<file path="src/rtl/cfg_loader_pkg.sv">
package cfg_loader_pkg;
  typedef enum logic [2:0] {
    ST_STRAP,
    ST_SEL,
    ST_LOAD,
    ST_MSET,
    ST_MSTB,
    ST_CSET,
    ST_CSTB,
    ST_DONE
  } ld_state_e;
endpackage

</file>
<file path="src/rtl/cfg_sclk_unit.sv">
// Serial clock: internal divider or synchronised external clock, one tick per rising edge.
module cfg_sclk_unit #(
  parameter int DIV_LOG2 = 2
) (
  input  logic clk,
  input  logic rst_n,
  input  logic run,
  input  logic use_int,
  input  logic sclk_ext_i,
  output logic sclk_raw_o,
  output logic tick_o
);
  localparam logic [DIV_LOG2-1:0] RISE_AT = DIV_LOG2'((1 << (DIV_LOG2 - 1)) - 1);

  logic [DIV_LOG2-1:0] div_q;
  logic [2:0]          sync_q;

  always_ff @(posedge clk or negedge rst_n) begin
    if (!rst_n) begin
      div_q <= '0;
    end else if (run && use_int) begin
      div_q <= div_q + 1'b1;
    end else begin
      div_q <= '0;
    end
  end

  always_ff @(posedge clk or negedge rst_n) begin
    if (!rst_n) begin
      sync_q <= '0;
    end else begin
      sync_q <= {sync_q[1:0], sclk_ext_i};
    end
  end

  assign sclk_raw_o = div_q[DIV_LOG2-1];
  assign tick_o = run && (use_int ? (div_q == RISE_AT) : (sync_q[1] && !sync_q[2]));
endmodule

</file>
<file path="src/rtl/cfg_bit_counter.sv">
// Counts received configuration bits and flags the last one.
module cfg_bit_counter #(
  parameter int NBITS = 16
) (
  input  logic clk,
  input  logic rst_n,
  input  logic clr,
  input  logic inc,
  output logic last_o
);
  localparam int CW = $clog2(NBITS + 1);
  localparam logic [CW-1:0] LAST_IDX = CW'(NBITS - 1);

  logic [CW-1:0] cnt_q;

  always_ff @(posedge clk or negedge rst_n) begin
    if (!rst_n) begin
      cnt_q <= '0;
    end else if (clr) begin
      cnt_q <= '0;
    end else if (inc) begin
      cnt_q <= cnt_q + 1'b1;
    end
  end

  assign last_o = inc && (cnt_q == LAST_IDX);
endmodule

</file>
<file path="src/rtl/cfg_loader_seq.sv">
module cfg_loader_seq
  import cfg_loader_pkg::*;
#(
  parameter int CFG_BITS = 16,
  parameter int DIV_LOG2 = 2
) (
  input  logic clk,
  input  logic rst_n,
  input  logic strap_sclk_i,
  input  logic strap_aen_i,
  input  logic sclk_ext_i,
  input  logic sdata_i,
  output logic drive_en_o,
  output logic sclk_o,
  output logic sclk_oe_o,
  output logic prom_en_n_o,
  output logic ldata_en_n_o,
  output logic strobe_o,
  output logic sel_o,
  output logic aen_act_low_o,
  output logic src_bus_o,
  output logic cfg_bit_o,
  output logic cfg_bit_vld_o,
  output logic done_o
);
  ld_state_e st_q, st_d;
  logic      int_q, aen_q, src_q, drv_q, bit_q, vld_q;
  logic      run, tick, last, sclk_raw, in_load, reg_phase;

  assign run       = (st_q == ST_SEL) || (st_q == ST_LOAD);
  assign in_load   = (st_q == ST_LOAD);
  assign reg_phase = (st_q == ST_MSET) || (st_q == ST_MSTB) ||
                     (st_q == ST_CSET) || (st_q == ST_CSTB);

  cfg_sclk_unit #(.DIV_LOG2(DIV_LOG2)) u_sclk (
    .clk(clk), .rst_n(rst_n), .run(run), .use_int(int_q),
    .sclk_ext_i(sclk_ext_i), .sclk_raw_o(sclk_raw), .tick_o(tick)
  );

  cfg_bit_counter #(.NBITS(CFG_BITS)) u_cnt (
    .clk(clk), .rst_n(rst_n), .clr(st_q == ST_SEL),
    .inc(in_load && tick), .last_o(last)
  );

  always_comb begin
    st_d = st_q;
    case (st_q)
      ST_STRAP: st_d = ST_SEL;
      ST_SEL:   if (tick) st_d = ST_LOAD;
      ST_LOAD:  if (last) st_d = ST_MSET;
      ST_MSET:  st_d = ST_MSTB;
      ST_MSTB:  st_d = ST_CSET;
      ST_CSET:  st_d = ST_CSTB;
      ST_CSTB:  st_d = ST_DONE;
      default:  st_d = ST_DONE;
    endcase
  end

  always_ff @(posedge clk or negedge rst_n) begin
    if (!rst_n) begin
      st_q  <= ST_STRAP;
      int_q <= 1'b0;
      aen_q <= 1'b0;
      src_q <= 1'b0;
      drv_q <= 1'b0;
      bit_q <= 1'b0;
      vld_q <= 1'b0;
    end else begin
      st_q  <= st_d;
      drv_q <= 1'b1;
      vld_q <= in_load && tick;
      if (st_q == ST_STRAP) begin
        int_q <= strap_sclk_i;
        aen_q <= strap_aen_i;
      end
      if (st_q == ST_SEL && tick) src_q <= sdata_i;
      if (in_load && tick) bit_q <= sdata_i;
    end
  end

  assign drive_en_o    = drv_q;
  assign sclk_o        = int_q && sclk_raw;
  assign sclk_oe_o     = int_q && run;
  assign prom_en_n_o   = !((st_q == ST_STRAP) || (st_q == ST_SEL) || reg_phase ||
                           (in_load && !src_q));
  assign ldata_en_n_o  = !reg_phase;
  assign strobe_o      = (st_q == ST_MSTB) || (st_q == ST_CSTB);
  assign sel_o         = (st_q == ST_CSET) || (st_q == ST_CSTB);
  assign aen_act_low_o = aen_q;
  assign src_bus_o     = src_q;
  assign cfg_bit_o     = bit_q;
  assign cfg_bit_vld_o = vld_q;
  assign done_o        = (st_q == ST_DONE);
endmodule

</file>
<file path="config.mk">
export PLATFORM = sky130hd
export DESIGN_NAME = cfg_loader_seq
export DESIGN_NICKNAME = d
export VERILOG_FILES = /design/src/rtl/cfg_loader_pkg.sv /design/src/rtl/cfg_sclk_unit.sv /design/src/rtl/cfg_bit_counter.sv /design/src/rtl/cfg_loader_seq.sv
export SDC_FILE = /design/constraint.sdc
export NUM_CORES = 1
export LEC_CHECK = 0
export ABC_AREA = 1
export ABC_CLOCK_PERIOD_IN_PS = 3700
export BUFFER_PORTS_ARGS = -buffer_cell sky130_fd_sc_hd__buf_2
export CAP_MARGIN = 20
export CORE_MARGIN = 2
export CORE_UTILIZATION = 40
export CTS_CLUSTER_DIAMETER = 100
export DETAILED_ROUTE_END_ITERATION = 8
export PLACE_DENSITY = 0.67
export SETUP_SLACK_MARGIN = 0.02
export SYNTH_ARGS = -nofsm -noshare
export SYNTH_HDL_FRONTEND = slang
export SYNTH_HIERARCHICAL = 1
export SYNTH_SLANG_ARGS = --single-unit
</file>
<file path="constraint.sdc">
create_clock -name clk -period 3.7 [get_ports clk]
set_input_delay 0.37 -clock clk [delete_from_list [all_inputs] [get_ports clk]]
set_output_delay 0.37 -clock clk [all_outputs]
set_load 0.02 [all_outputs]
</file>
==> results of run 1 <==
## worst register-to-register path, stage by stage, from the launching register on
cell,delay (ns)
sky130_fd_sc_hd__dfrtp_1,0.46
sky130_fd_sc_hd__nor3_2,0.34
sky130_fd_sc_hd__inv_1,0.10
sky130_fd_sc_hd__nand2_1,0.10
sky130_fd_sc_hd__inv_1,0.05
sky130_fd_sc_hd__nor2_1,0.09
sky130_fd_sc_hd__nand2_1,0.06
sky130_fd_sc_hd__nand2_1,0.07
sky130_fd_sc_hd__inv_1,0.07
sky130_fd_sc_hd__nor2_1,0.37
sky130_fd_sc_hd__nor2_2,0.12
sky130_fd_sc_hd__nor2_4,0.14
sky130_fd_sc_hd__nand3_2,0.07
sky130_fd_sc_hd__nand2_1,0.06
sky130_fd_sc_hd__nor2_1,0.04
## registers in the layout, indices dropped and copies added, names as in the netlist
register,count
cfg_bit_o,1
drive_en_o,1
src_bus_o,1
u_sclk/sync_q,3
u_cnt/cnt_q,5
cfg_bit_vld_o,1
st_q,3
aen_act_low_o,1
u_sclk/div_q,2
int_q,1
## worst paths after layout
kind / end / slack (ns)
min in group clk: u_sclk/sync_q[0] / 0.18
worst min-delay path: u_sclk/sync_q[2] / -0.005
worst min register to register: u_sclk/sync_q[1] / 0.36
worst max-delay path: u_cnt/cnt_q[3] / 1.47
max in group asynchronous: u_cnt/cnt_q[4] / 3.41
worst max register to register: u_cnt/cnt_q[3] / 1.47
## cell families after synthesis
family	count (synthesis)	share of synthesized area
AO/OA/AOI/OAI	11	0.0712
AND/OR/NAND/NOR	51	0.259
flip-flops	19	0.541
buffers and inverters	19	0.0812
adder cells (fa/ha/maj)	3	0.0427
other	1	0.00427
## per-layer routing
| layer | routed length [µm] | vias to the layer above | part of all wire |
|---|---|---|---|
| met3 | 50 | 4 | 0.032 |
| met1 | 714 | 338 | 0.45 |
| met2 | 774 | 10 | 0.49 |
| met5 | 0 | - | 0 |
| met4 | 36 | 0 | 0.023 |
| li1 | - | 360 | - |
## layout by cell type, fill, tap and decap left out, drive strengths merged
cell type,count
a21boi,1
a21oi,4
buf,17
nor3,1
nor2,18
a31oi,1
nand2,26
dfrtp,19
clkbuf,4
inv,19
conb,1
nand3,6
o21ai,5
ha,3
## stage by stage
stage               area [µm²]  total power, mW  std cells  hold WS [ns]  worst slack [ns]
finish                    1020            0.492        152      -0.00453              1.47
CTS                       1020            0.502        152        0.0108              1.46
global placement           997            0.394        148         0.332              1.57
floorplan                  878            0.344        104        0.0744              1.79
detailed placement         997            0.396        148         0.338              1.50
global route              1020            0.529        152        0.0296              1.19
## report_power, final
group / internal (mW) / switching [mW]
registers: 0.229 / 0.0195
clock network: 0.0419 / 0.0601
logic: 0.0456 / 0.0962
total: 0.316 / 0.176
## cell type report
type | instances | area (µm²) | area share
multi-input cells | 66 | 332 | 0.324
flip-flops and latches | 19 | 475 | 0.465
repair buffers | 17 | 85.1 | 0.0831
well taps | 27 | 33.8 | 0.0330
inverters | 19 | 71.3 | 0.0697
clock buffers | 4 | 26.3 | 0.0257
==> metrics.md, run 1 <==
| Metric | Value |
|---|---|
| Outcome | `complete, but fails checks` |
| Violations in the final reports | `negative hold slack` |
| Maximum number of pins on one net before global-route repair | `20` |
| Launch point of the worst reg-to-reg path | `st_q[1]` |
| Total Neg Setup Slack | `0 ns` |
| HPWL after DPL | `1150 µm` |
| H-tree depth reported by CTS | `1` |
| Post-synthesis area per instance | `8.45 µm²` |
| Power density relative to cell area | `480 nW/µm²` |
| Setup fix buffers added after clock tree synthesis | `0` |
| Final number of hold-violating endpoints | `8` |
| Total die area | `~2600 µm²` |
| Remaining number of nets flagged by the antenna check after routing | `0` |
| Clock skew | `0.00367 ns` |
| Class of the most critical setup path | `reg2reg` |
| Inserted Clock Buffers | `3` |
| Setup repair after global routing missed its margin | `false` |
| Hold bufs inserted after CTS | `0` |
| Final GP Congestion | `around 0.8` |
| Synthesized flop and latch total | `19` |
| Vias in the first global route | `between 600 and 700` |
| Kind of cell adding the most delay to the critical path | `simple AND/OR/NAND/NOR gates` |
| Drt pass-1 iters | `4` |
| Crit share post-route | `0.602` |
| Tot GR Track Use | `0.149` |
| Max Cap Violations | `0` |
| Overflow left after global routing | `0` |
| Antenna fix cells | `0` |
| Buffer depth of the longest clock path | `2` |
| Buffers on Ports | `17` |
| Commonest cells in the synthesized netlist | `26 x sky130_fd_sc_hd__nand2_1, 19 x sky130_fd_sc_hd__dfrtp_1, 16 x sky130_fd_sc_hd__inv_1, 15 x sky130_fd_sc_hd__nor2_1, 4 x sky130_fd_sc_hd__nand3_1` |
| Number of antenna violations at the first check in global routing | `0` |
| Final-report setup violation count | `0` |
| Worst path most repeated cell | `sky130_fd_sc_hd__nand2_1` |
| Post-synthesis cell area | `878 µm²` |
| Max Fclk | `449 MHz` |
| Final routed wirelength across all metal layers | `1580 µm` |
| Worst setup EP type | `register` |
| Placement row count | `16` |
| Root buffer selected by CTS | `sky130_fd_sc_hd__clkbuf_4` |
| Layout cells sized above 1 | `0.240` |
| Most instantiated library cell after synthesis | `sky130_fd_sc_hd__nand2_1` |
| Area delta synth->final | `16.5%` |
| Startpoint type of the worst setup path | `register` |
| Share of synthesized area occupied by flip-flops and latches | `0.541` |
| Final Max Slew Viols | `0` |
| Largest stage delay on the critical path | `0.46 ns` |
| CP Cell Sequence | `nor3_2 -> inv_1 -> nand2_1 -> inv_1 -> nor2_1 -> nand2_1 -> nand2_1 -> inv_1 -> nor2_1 -> nor2_2 -> nor2_4 -> nand3_2 -> nand2_1 -> nor2_1` |
| Biggest area consumer among synthesized cells | `sky130_fd_sc_hd__dfrtp_1` |
| Post-synth top area share | `0.541` |
| Clock sink count | `19` |
| Number of stages on the worst setup path | `14` |
| Combined buffer and inverter count along the critical path | `3` |
| Maximum ir drop on the vdd rail | `197 µV` |
| Vertical die dimension | `roughly 50 µm` |
| Wire length of the first global-routing pass | `roughly 2900 µm` |
| Ranking of synthesized cells by area | `sky130_fd_sc_hd__dfrtp_1 54%, sky130_fd_sc_hd__nand2_1 11%, sky130_fd_sc_hd__inv_1 6.8%` |
| Number of enable-type register cells in the synthesized netlist | `0` |
| CTS tree | `done` |
| # resized after CTS | `0` |
| Clock transition at the registers of the reported paths | `0.10 ns` |
| Layout Utilization | `0.506` |
| Origin of the worst setup path | `st_q[1]` |
| Std-Cell Core Area | `2020 µm²` |
| Fill cell count | `around 190` |
| Prevailing post-synth register cell | `sky130_fd_sc_hd__dfrtp_1` |
| Data arrival, critical path | `2.41 ns` |
| M3 GR Usage | `0.0263` |
| Tightest hold margin | `-0.00453 ns` |
| Initial detailed-routing violation count | `18` |
| Met1 Use GR | `0.196` |
| Count of vias placed by the detailed router | `712` |
| Yosys cell types | `18` |
| Number of cells produced by synthesis | `104` |
| Chip width | `50.9 µm` |
| Kind of path behind the tightest hold check | `in2async` |
| WL per Instance | `10.4 µm` |
| Clock period minus final worst setup slack | `2.23 ns` |
| GR peak layer | `met2` |
| Library cell contributing the largest single delay on the critical path | `sky130_fd_sc_hd__dfrtp_1` |
| Reg2Reg Depth | `14` |
| Synthesized Nets | `113` |
| Number of ports placed on the die boundary | `18` |
| Total number of nets in the final design | `~140` |
| Synth async-reset ratio | `1.00` |
| Data required, critical path | `between 3 and 4 ns` |
| Lkg Pwr | `0.535 nW` |
| GR met2 Demand/Resource | `0.232` |
| Worst-Skew Late Latency | `just under 0.3 ns` |
| Average via count per standard cell | `4.68` |
| Syn. warnings | `6` |
| Starting density of the core | `0.434` |
| Maximum fanout along the worst path | `7` |
| DRC viols | `0` |
Power figures use the tool's default switching activity.
==> run 2: changes to the inputs <==
--- a/config.mk
+++ b/config.mk
@@ -6,14 +6,14 @@
 export NUM_CORES = 1
 export LEC_CHECK = 0
 export ABC_AREA = 1
-export ABC_CLOCK_PERIOD_IN_PS = 3700
+export ABC_CLOCK_PERIOD_IN_PS = 1900
 export BUFFER_PORTS_ARGS = -buffer_cell sky130_fd_sc_hd__buf_2
 export CAP_MARGIN = 20
 export CORE_MARGIN = 2
 export CORE_UTILIZATION = 40
 export CTS_CLUSTER_DIAMETER = 100
 export DETAILED_ROUTE_END_ITERATION = 8
-export PLACE_DENSITY = 0.67
+export PLACE_DENSITY = 0.7
 export SETUP_SLACK_MARGIN = 0.02
 export SYNTH_ARGS = -nofsm -noshare
 export SYNTH_HDL_FRONTEND = slang
==> constraint.sdc (replaced) <==
create_clock -name clk -period 1.9 [get_ports clk]
set_input_delay 0.19 -clock clk [delete_from_list [all_inputs] [get_ports clk]]
set_output_delay 0.19 -clock clk [all_outputs]
set_load 0.02 [all_outputs]
==> metrics.md, run 2 (same netlist as run 1, synthesis figures left out) <==
| Metric | Value |
|---|---|
| Outcome | `finished clean (was complete, but fails checks)` |
| Tightest hold margin | `0.111 ns (was -0.00453 ns)` |
| Setup repair after global routing missed its margin | `false (unchanged)` |
| Wire length of the first global-routing pass | `2760 µm (was 2860 µm)` |
| Number of antenna violations at the first check in global routing | `0 (unchanged)` |
| Layout Utilization | `0.553 (was 0.506)` |
| Final-report setup violation count | `0 (unchanged)` |
| Final number of hold-violating endpoints | `0 (was 8)` |
| Highest routing layer actually used | `met4 (unchanged)` |
| Lkg Pwr | `0.581 nW (was 0.535 nW)` |
| Data arrival, critical path | `1.93 ns (was 2.41 ns)` |
| Number of ports placed on the die boundary | `18 (unchanged)` |
| Tot GR Track Use | `0.143 (was 0.149)` |
| H-tree depth reported by CTS | `1 (unchanged)` |
| Largest reg by FF count | `u_cnt/cnt_q (unchanged)` |
| WL per Instance | `9.70 µm (was 10.4 µm)` |
| Final GP Congestion | `0.801 (was 0.789)` |
| Crit share post-route | `0.908 (was 0.602)` |
| Final Max Slew Viols | `0 (unchanged)` |
| Clock period minus final worst setup slack | `1.73 ns (was 2.23 ns)` |
| Root buffer selected by CTS | `sky130_fd_sc_hd__clkbuf_4 (unchanged)` |
| Std-Cell Core Area | `2020 µm² (unchanged)` |
| Final cell area excluding filler cells | `1120 µm² (was 1020 µm²)` |
| Met2 wire len | `707 µm (was 774 µm)` |
| Total die area | `2590 µm² (unchanged)` |
| Count of vias placed by the detailed router | `722 (was 712)` |
| Inserted Clock Buffers | `3 (unchanged)` |
| Area of placed instances | `1040 µm² (was 997 µm²)` |
| Worst-Skew Late Latency | `0.30 ns (was 0.29 ns)` |
| Library cell contributing the largest single delay on the critical path | `sky130_fd_sc_hd__dfrtp_1 (unchanged)` |
| Data required, critical path | `2.11 ns (was 3.89 ns)` |
| Class of the most critical setup path | `reg2reg (unchanged)` |
| Combined buffer and inverter count along the critical path | `3 (unchanged)` |
| Total number of nets in the final design | `145 (was 135)` |
| Remaining number of nets flagged by the antenna check after routing | `0 (unchanged)` |
| Fill cell count | `192 (was 194)` |
| Clock sink count | `19 (unchanged)` |
| Total Neg Setup Slack | `0 ns (unchanged)` |
| Clock transition at the registers of the reported paths | `0.11 ns (was 0.10 ns)` |
| Worst setup EP type | `register (unchanged)` |
| Overflow left after global routing | `0 (unchanged)` |
| Finished Layout Cells | `162 (was 152)` |
| Met3 routed WL | `63 µm (was 50 µm)` |
| Buffer depth of the longest clock path | `2 (unchanged)` |
| Wire length on met1 | `776 µm (was 714 µm)` |
| Final routed wirelength across all metal layers | `1570 µm (was 1580 µm)` |
| Antenna fix cells | `0 (unchanged)` |
| Kind of path behind the tightest hold check | `in2reg (was in2async)` |
| Maximum fanout along the worst path | `5 (was 7)` |
| Largest registers | `u_cnt/cnt_q: 5 flops, st_q: 3 flops, u_sclk/sync_q: 3 flops (unchanged)` |
| Drt pass-1 iters | `4 (unchanged)` |
| Maximum number of pins on one net before global-route repair | `20 (unchanged)` |
| Placement row count | `16 (unchanged)` |
| HPWL after DPL | `1180 µm (was 1150 µm)` |
| Max Cap Violations | `0 (unchanged)` |
| Largest stage delay on the critical path | `0.42 ns (was 0.46 ns)` |
| Power density relative to cell area | `885 nW/µm² (was 480 nW/µm²)` |
| Max Fclk | `579 MHz (was 449 MHz)` |
| Clock skew | `0.000804 ns (was 0.00367 ns)` |
| CP Cell Sequence | `nor3_2 -> inv_1 -> nand2_2 -> inv_1 -> nor2_1 -> nand2_1 -> nand2_1 -> inv_1 -> nor2_4 -> nor2_2 -> nor2_4 -> nand3_2 -> nand2_1 -> nor2_1 (was nor3_2 -> inv_1 -> nand2_1 -> inv_1 -> nor2_1 -> nand2_1 -> nand2_1 -> inv_1 -> nor2_1 -> nor2_2 -> nor2_4 -> nand3_2 -> nand2_1 -> nor2_1)` |
| Average via count per standard cell | `4.46 (was 4.68)` |
| Vertical die dimension | `50.9 µm (unchanged)` |
| CTS tree | `done (unchanged)` |
| Vias in the first global route | `647 (was 665)` |
| DRC viols | `0 (unchanged)` |
| Maximum ir drop on the vdd rail | `689 µV (was 197 µV)` |
| Chip width | `50.9 µm (unchanged)` |
| Kind of cell adding the most delay to the critical path | `simple AND/OR/NAND/NOR gates (unchanged)` |
| Most frequent cells in the layout | `25 x sky130_fd_sc_hd__nand2_1, 19 x sky130_fd_sc_hd__dfrtp_1, 17 x sky130_fd_sc_hd__buf_2 (was 26 x sky130_fd_sc_hd__nand2_1, 19 x sky130_fd_sc_hd__dfrtp_1, 17 x sky130_fd_sc_hd__buf_2)` |
| Startpoint type of the worst setup path | `register (unchanged)` |
| Number of flip-flops in the largest register | `5 (unchanged)` |
| Layout cells sized above 1 | `0.304 (was 0.240)` |
| Count of placed standard cells including taps | `153 (was 148)` |
| Area delta synth->final | `27.2% (was 16.5%)` |
| Starting density of the core | `0.434 (unchanged)` |
| Initial detailed-routing violation count | `18 (unchanged)` |
| Buffers on Ports | `17 (unchanged)` |
| Leading cell type in the layout, fill and taps excluded | `sky130_fd_sc_hd__nand2_1 (unchanged)` |
run 2: cell count changes in the layout (fill, tap and decap cells not counted):
cell | previous run | this run
sky130_fd_sc_hd__nand2_2 | 0 | 1
sky130_fd_sc_hd__nand2_1 | 26 | 25
sky130_fd_sc_hd__buf_4 | 0 | 8
sky130_fd_sc_hd__nor2_1 | 15 | 14
sky130_fd_sc_hd__clkbuf_1 | 1 | 0
sky130_fd_sc_hd__clkinvlp_4 | 0 | 1
sky130_fd_sc_hd__dlygate4sd3_1 | 0 | 2
sky130_fd_sc_hd__nor2_4 | 1 | 2
run 2: report_power, final:
| group | internal (mW) | switching, mW | leakage [nW] |
|---|---|---|---|
| Clock | 0.0802 | 0.132 | 0.0139 |
| Combinational | 0.103 | 0.195 | 0.337 |
| Sequential | 0.445 | 0.0332 | 0.230 |
| Total | 0.629 | 0.360 | 0.581 |
run 2: final cells by class:
class	count	area (µm²)	share of cell area
clock buffer	3	22.5	0.0202
clock inverter	1	7.51	0.00672
inverter	19	71.3	0.0638
multi-input combinational	66	342	0.306
sequential	19	475	0.426
tap	27	33.8	0.0302
timing repair buffer	27	165	0.148
run 2: timing repair:
item,4_1_cts,5_1_grt
hold buffers,2,0
setup endpoints to repair,0,5
buffers inserted,0,3
gates resized for setup,0,2
hold endpoints to repair,20,0
run 2: final timing paths:
path | start | endpoint | slack [ns] | cells past startpoint
setup / recovery | st_q[1] | u_cnt/cnt_q[3] | 0.17 | 14
hold / removal | strap_sclk_i | int_q | 0.11 | 3
setup reg to reg | st_q[1] | u_cnt/cnt_q[3] | 0.17 | 14
hold reg to reg | u_sclk/sync_q[0] | u_sclk/sync_q[1] | 0.37 | 0
max in group asynchronous | rst_n | aen_act_low_o | 1.29 | 2
min in group asynchronous | rst_n | u_cnt/cnt_q[4] | 0.33 | 2
run 2: routing by layer:
metal / GRT usage / up-vias
met5: 0 / -
met4: 0.0676 / 0
met3: 0.0351 / 3
met2: 0.206 / 14
met1: 0.203 / 328
li1: - / 377
run 2: metrics by stage:
step,setup WS [ns],power (mW)
4_1_cts,0.0641,0.991
3_5_place_dp,0.0748,0.766
2_1_floorplan,0.0786,0.670
6_report,0.174,0.989
3_3_place_gp,0.131,0.765
5_1_grt,0.0113,1.06
run 2: worst register-to-register path: stages (launching register included):
cell and delay (ns):
sky130_fd_sc_hd__dfrtp_1 0.42, sky130_fd_sc_hd__nor3_2 0.22, sky130_fd_sc_hd__inv_1 0.09, sky130_fd_sc_hd__nand2_2 0.08, sky130_fd_sc_hd__inv_1 0.04, sky130_fd_sc_hd__nor2_1 0.07, sky130_fd_sc_hd__nand2_1 0.06, sky130_fd_sc_hd__nand2_1 0.08
sky130_fd_sc_hd__inv_1 0.09, sky130_fd_sc_hd__nor2_4 0.14, sky130_fd_sc_hd__nor2_2 0.08, sky130_fd_sc_hd__nor2_4 0.12, sky130_fd_sc_hd__nand3_2 0.07, sky130_fd_sc_hd__nand2_1 0.06, sky130_fd_sc_hd__nor2_1 0.03
==> run 3: changes to the inputs <==
--- a/config.mk
+++ b/config.mk
@@ -10,10 +10,10 @@
 export BUFFER_PORTS_ARGS = -buffer_cell sky130_fd_sc_hd__buf_2
 export CAP_MARGIN = 20
 export CORE_MARGIN = 2
-export CORE_UTILIZATION = 40
+export CORE_UTILIZATION = 47
 export CTS_CLUSTER_DIAMETER = 100
 export DETAILED_ROUTE_END_ITERATION = 8
-export PLACE_DENSITY = 0.7
+export PLACE_DENSITY = 0.82
 export SETUP_SLACK_MARGIN = 0.02
 export SYNTH_ARGS = -nofsm -noshare
 export SYNTH_HDL_FRONTEND = slang
==> metrics.md, run 3 (same netlist as run 1, synthesis figures left out) <==
| Metric | Value |
|---|---|
| Vias in the first global route | `672 (was 647)` |
| H-tree depth reported by CTS | `1 (unchanged)` |
| Setup repair after global routing missed its margin | `true (was false)` |
| Highest routing layer actually used | `met4 (unchanged)` |
| Switching power share of the total | `0.359 (was 0.364)` |
| Largest stage delay on the critical path | `0.40 ns (was 0.42 ns)` |
| DRC viols | `0 (unchanged)` |
| Outcome | `finished clean (unchanged)` |
| Clock sink count | `19 (unchanged)` |
| Sequential power share | `0.488 (was 0.484)` |
| Number of stages on the worst setup path | `15 (was 14)` |
| Number of ports placed on the die boundary | `18 (unchanged)` |
| Class of the most critical setup path | `reg2reg (unchanged)` |
| Leading cell type in the layout, fill and taps excluded | `sky130_fd_sc_hd__nand2_1 (unchanged)` |
| Worst-Skew Late Latency | `0.29 ns (was 0.30 ns)` |
| Lkg Pwr | `0.598 nW (was 0.581 nW)` |
| Met2 wire len | `885 µm (was 707 µm)` |
| Vertical die dimension | `47.2 µm (was 50.9 µm)` |
| Kind of path behind the tightest hold check | `in2reg (unchanged)` |
| Starting density of the core | `0.503 (was 0.434)` |
| Initial detailed-routing violation count | `6 (was 18)` |
| Chip width | `47.2 µm (was 50.9 µm)` |
| Clock transition at the registers of the reported paths | `0.11 ns (about the same)` |
| Reg2Reg Depth | `15 (was 14)` |
| CP Cell Sequence | `inv_2 -> nor3_4 -> inv_2 -> nand2_2 -> inv_1 -> nor2_1 -> nand2_1 -> nand2_2 -> inv_2 -> nor2_4 -> nor2_4 -> nor2_4 -> nand3_2 -> nand2_1 -> nor2_1 (was nor3_2 -> inv_1 -> nand2_2 -> inv_1 -> nor2_1 -> nand2_1 -> nand2_1 -> inv_1 -> nor2_4 -> nor2_2 -> nor2_4 -> nand3_2 -> nand2_1 -> nor2_1)` |
| Remaining number of nets flagged by the antenna check after routing | `0 (unchanged)` |
| HPWL after DPL | `1220 µm (was 1180 µm)` |
| Kind of cell adding the most delay to the critical path | `simple AND/OR/NAND/NOR gates (unchanged)` |
| Total die area | `2230 µm² (was 2590 µm²)` |
| Final number of hold-violating endpoints | `0 (unchanged)` |
| Final-report setup violation count | `0 (unchanged)` |
| Maximum fanout along the worst path | `6 (was 5)` |
| Area delta synth->final | `30.2% (was 27.2%)` |
| Combinational fraction of design power | `0.309 (was 0.302)` |
| Maximum number of pins on one net before global-route repair | `20 (unchanged)` |
| Met3 routed WL | `26 µm (was 63 µm)` |
| Antenna fix cells | `0 (unchanged)` |
| Overflow left after global routing | `0 (unchanged)` |
| Fill cell count | `149 (was 192)` |
| Buffers on Ports | `17 (unchanged)` |
| Worst setup slack after layout | `0.155 ns (was 0.174 ns)` |
| Buffer depth of the longest clock path | `2 (unchanged)` |
| Wire length on met1 | `747 µm (was 776 µm)` |
| Root buffer selected by CTS | `sky130_fd_sc_hd__clkbuf_4 (unchanged)` |
| Largest registers | `u_cnt/cnt_q: 5 flops, st_q: 3 flops, u_sclk/sync_q: 3 flops (unchanged)` |
| Total number of nets in the final design | `147 (was 145)` |
| Hold path depth | `3 (unchanged)` |
| Clock skew | `0.00862 ns (was 0.000804 ns)` |
| Final GP Congestion | `0.749 (was 0.801)` |
| Power density relative to cell area | `858 nW/µm² (was 885 nW/µm²)` |
| Placement row count | `15 (was 16)` |
| WL per Instance | `10.4 µm (was 9.70 µm)` |
| Data required, critical path | `2.08 ns (was 2.11 ns)` |
| Final routed wirelength across all metal layers | `1690 µm (was 1570 µm)` |
| Sw power | `0.352 mW (was 0.360 mW)` |
| Drt pass-1 iters | `4 (unchanged)` |
| Combined buffer and inverter count along the critical path | `4 (was 3)` |
| CTS tree | `done (unchanged)` |
| Max Cap Violations | `0 (unchanged)` |
| Library cell contributing the largest single delay on the critical path | `sky130_fd_sc_hd__dfrtp_1 (unchanged)` |
| Most frequent cells in the layout | `24 x sky130_fd_sc_hd__nand2_1, 19 x sky130_fd_sc_hd__dfrtp_1, 17 x sky130_fd_sc_hd__buf_2 (was 25 x sky130_fd_sc_hd__nand2_1, 19 x sky130_fd_sc_hd__dfrtp_1, 17 x sky130_fd_sc_hd__buf_2)` |
| Tot GR Track Use | `0.171 (was 0.143)` |
| Internal power component | `0.629 mW (about the same)` |
| Number of antenna violations at the first check in global routing | `0 (unchanged)` |
| Wire length of the first global-routing pass | `2590 µm (was 2760 µm)` |
| Crit share post-route | `0.919 (was 0.908)` |
| Maximum ir drop on the vdd rail | `468 µV (was 689 µV)` |
| Worst setup EP type | `register (unchanged)` |
| Layout Utilization | `0.655 (was 0.553)` |
| Average via count per standard cell | `4.65 (was 4.46)` |
| Largest reg by FF count | `u_cnt/cnt_q (unchanged)` |
| Startpoint type of the worst setup path | `register (unchanged)` |
| Max Fclk | `573 MHz (was 579 MHz)` |
| Std-Cell Core Area | `1750 µm² (was 2020 µm²)` |
| Data arrival, critical path | `1.93 ns (about the same)` |
| Inserted Clock Buffers | `3 (unchanged)` |
| Layout cells sized above 1 | `0.328 (was 0.304)` |
| Clock period minus final worst setup slack | `1.75 ns (was 1.73 ns)` |
| Number of flip-flops in the largest register | `5 (unchanged)` |
| Final Max Slew Viols | `0 (unchanged)` |
| Pre-CTS WS | `0.0593 ns (was 0.0748 ns)` |
| Relative contribution of the clock network to total power | `0.203 (was 0.215)` |
| Count of vias placed by the detailed router | `753 (was 722)` |
==> run 3: final cells by class <==
type	instances	area [µm²]	area share
inverter	19	71.3	0.0624
timing repair buffer	29	184	0.161
sequential	19	475	0.416
tap	25	31.3	0.0274
multi-input combinational	66	355	0.311
clock buffer	4	26.3	0.0230
==> run 3: final timing paths <==
path | startpoint | end | slack, ns
worst max-delay path | st_q[0] | u_cnt/cnt_q[3] | 0.15
worst min-delay path | sdata_i | cfg_bit_o | 0.11
worst max register to register | st_q[0] | u_cnt/cnt_q[3] | 0.15
worst min register to register | u_sclk/sync_q[0] | u_sclk/sync_q[1] | 0.36
max in group asynchronous | rst_n | u_sclk/div_q[0] | 1.26
min in group asynchronous | rst_n | u_sclk/div_q[1] | 0.35
==> run 3: routing by layer <==
layer | track usage | up-vias
li1 | - | 383
met1 | 0.200 | 359
met2 | 0.286 | 7
met3 | 0.0462 | 4
met4 | 0.0833 | 0
met5 | 0 | -
==> run 3: metrics by stage <==
step | cell area, µm² | TNS, ns | total power, mW | hold slack, ns | instances
after global routing | 1140 | -0.0256 | 1.06 | 0.112 | 162
after global placement | 1030 | 0 | 0.762 | 0.143 | 151
final | 1140 | 0 | 0.981 | 0.113 | 162
after CTS | 1080 | 0 | 0.971 | 0.102 | 157
after floorplan | 881 | 0 | 0.670 | -0.106 | 104
after detailed placement | 1030 | 0 | 0.768 | 0.147 | 151
==> run 3: what timing repair did <==
item	4_1_cts	5_1_grt
endpoints found under the hold margin	20	0
gates resized for setup	0	9
setup endpoints to repair	0	7
setup buffers	0	5
hold buffers	2	0
==> run 3: worst min-delay path, stage by stage <==
cell and delay [ns]:
sky130_fd_sc_hd__buf_2 0.08, sky130_fd_sc_hd__nand2_1 0.04, sky130_fd_sc_hd__nand2_1 0.05
==> run 3: power groups by stage <==
stage | logic (mW) | clock network, mW | registers [mW]
after detailed placement | 0.279 | 0 | 0.489
final | 0.303 | 0.199 | 0.479
after global placement | 0.274 | 0 | 0.489
after CTS | 0.283 | 0.208 | 0.481
after floorplan | 0.165 | 0 | 0.504
after global routing | 0.341 | 0.232 | 0.484
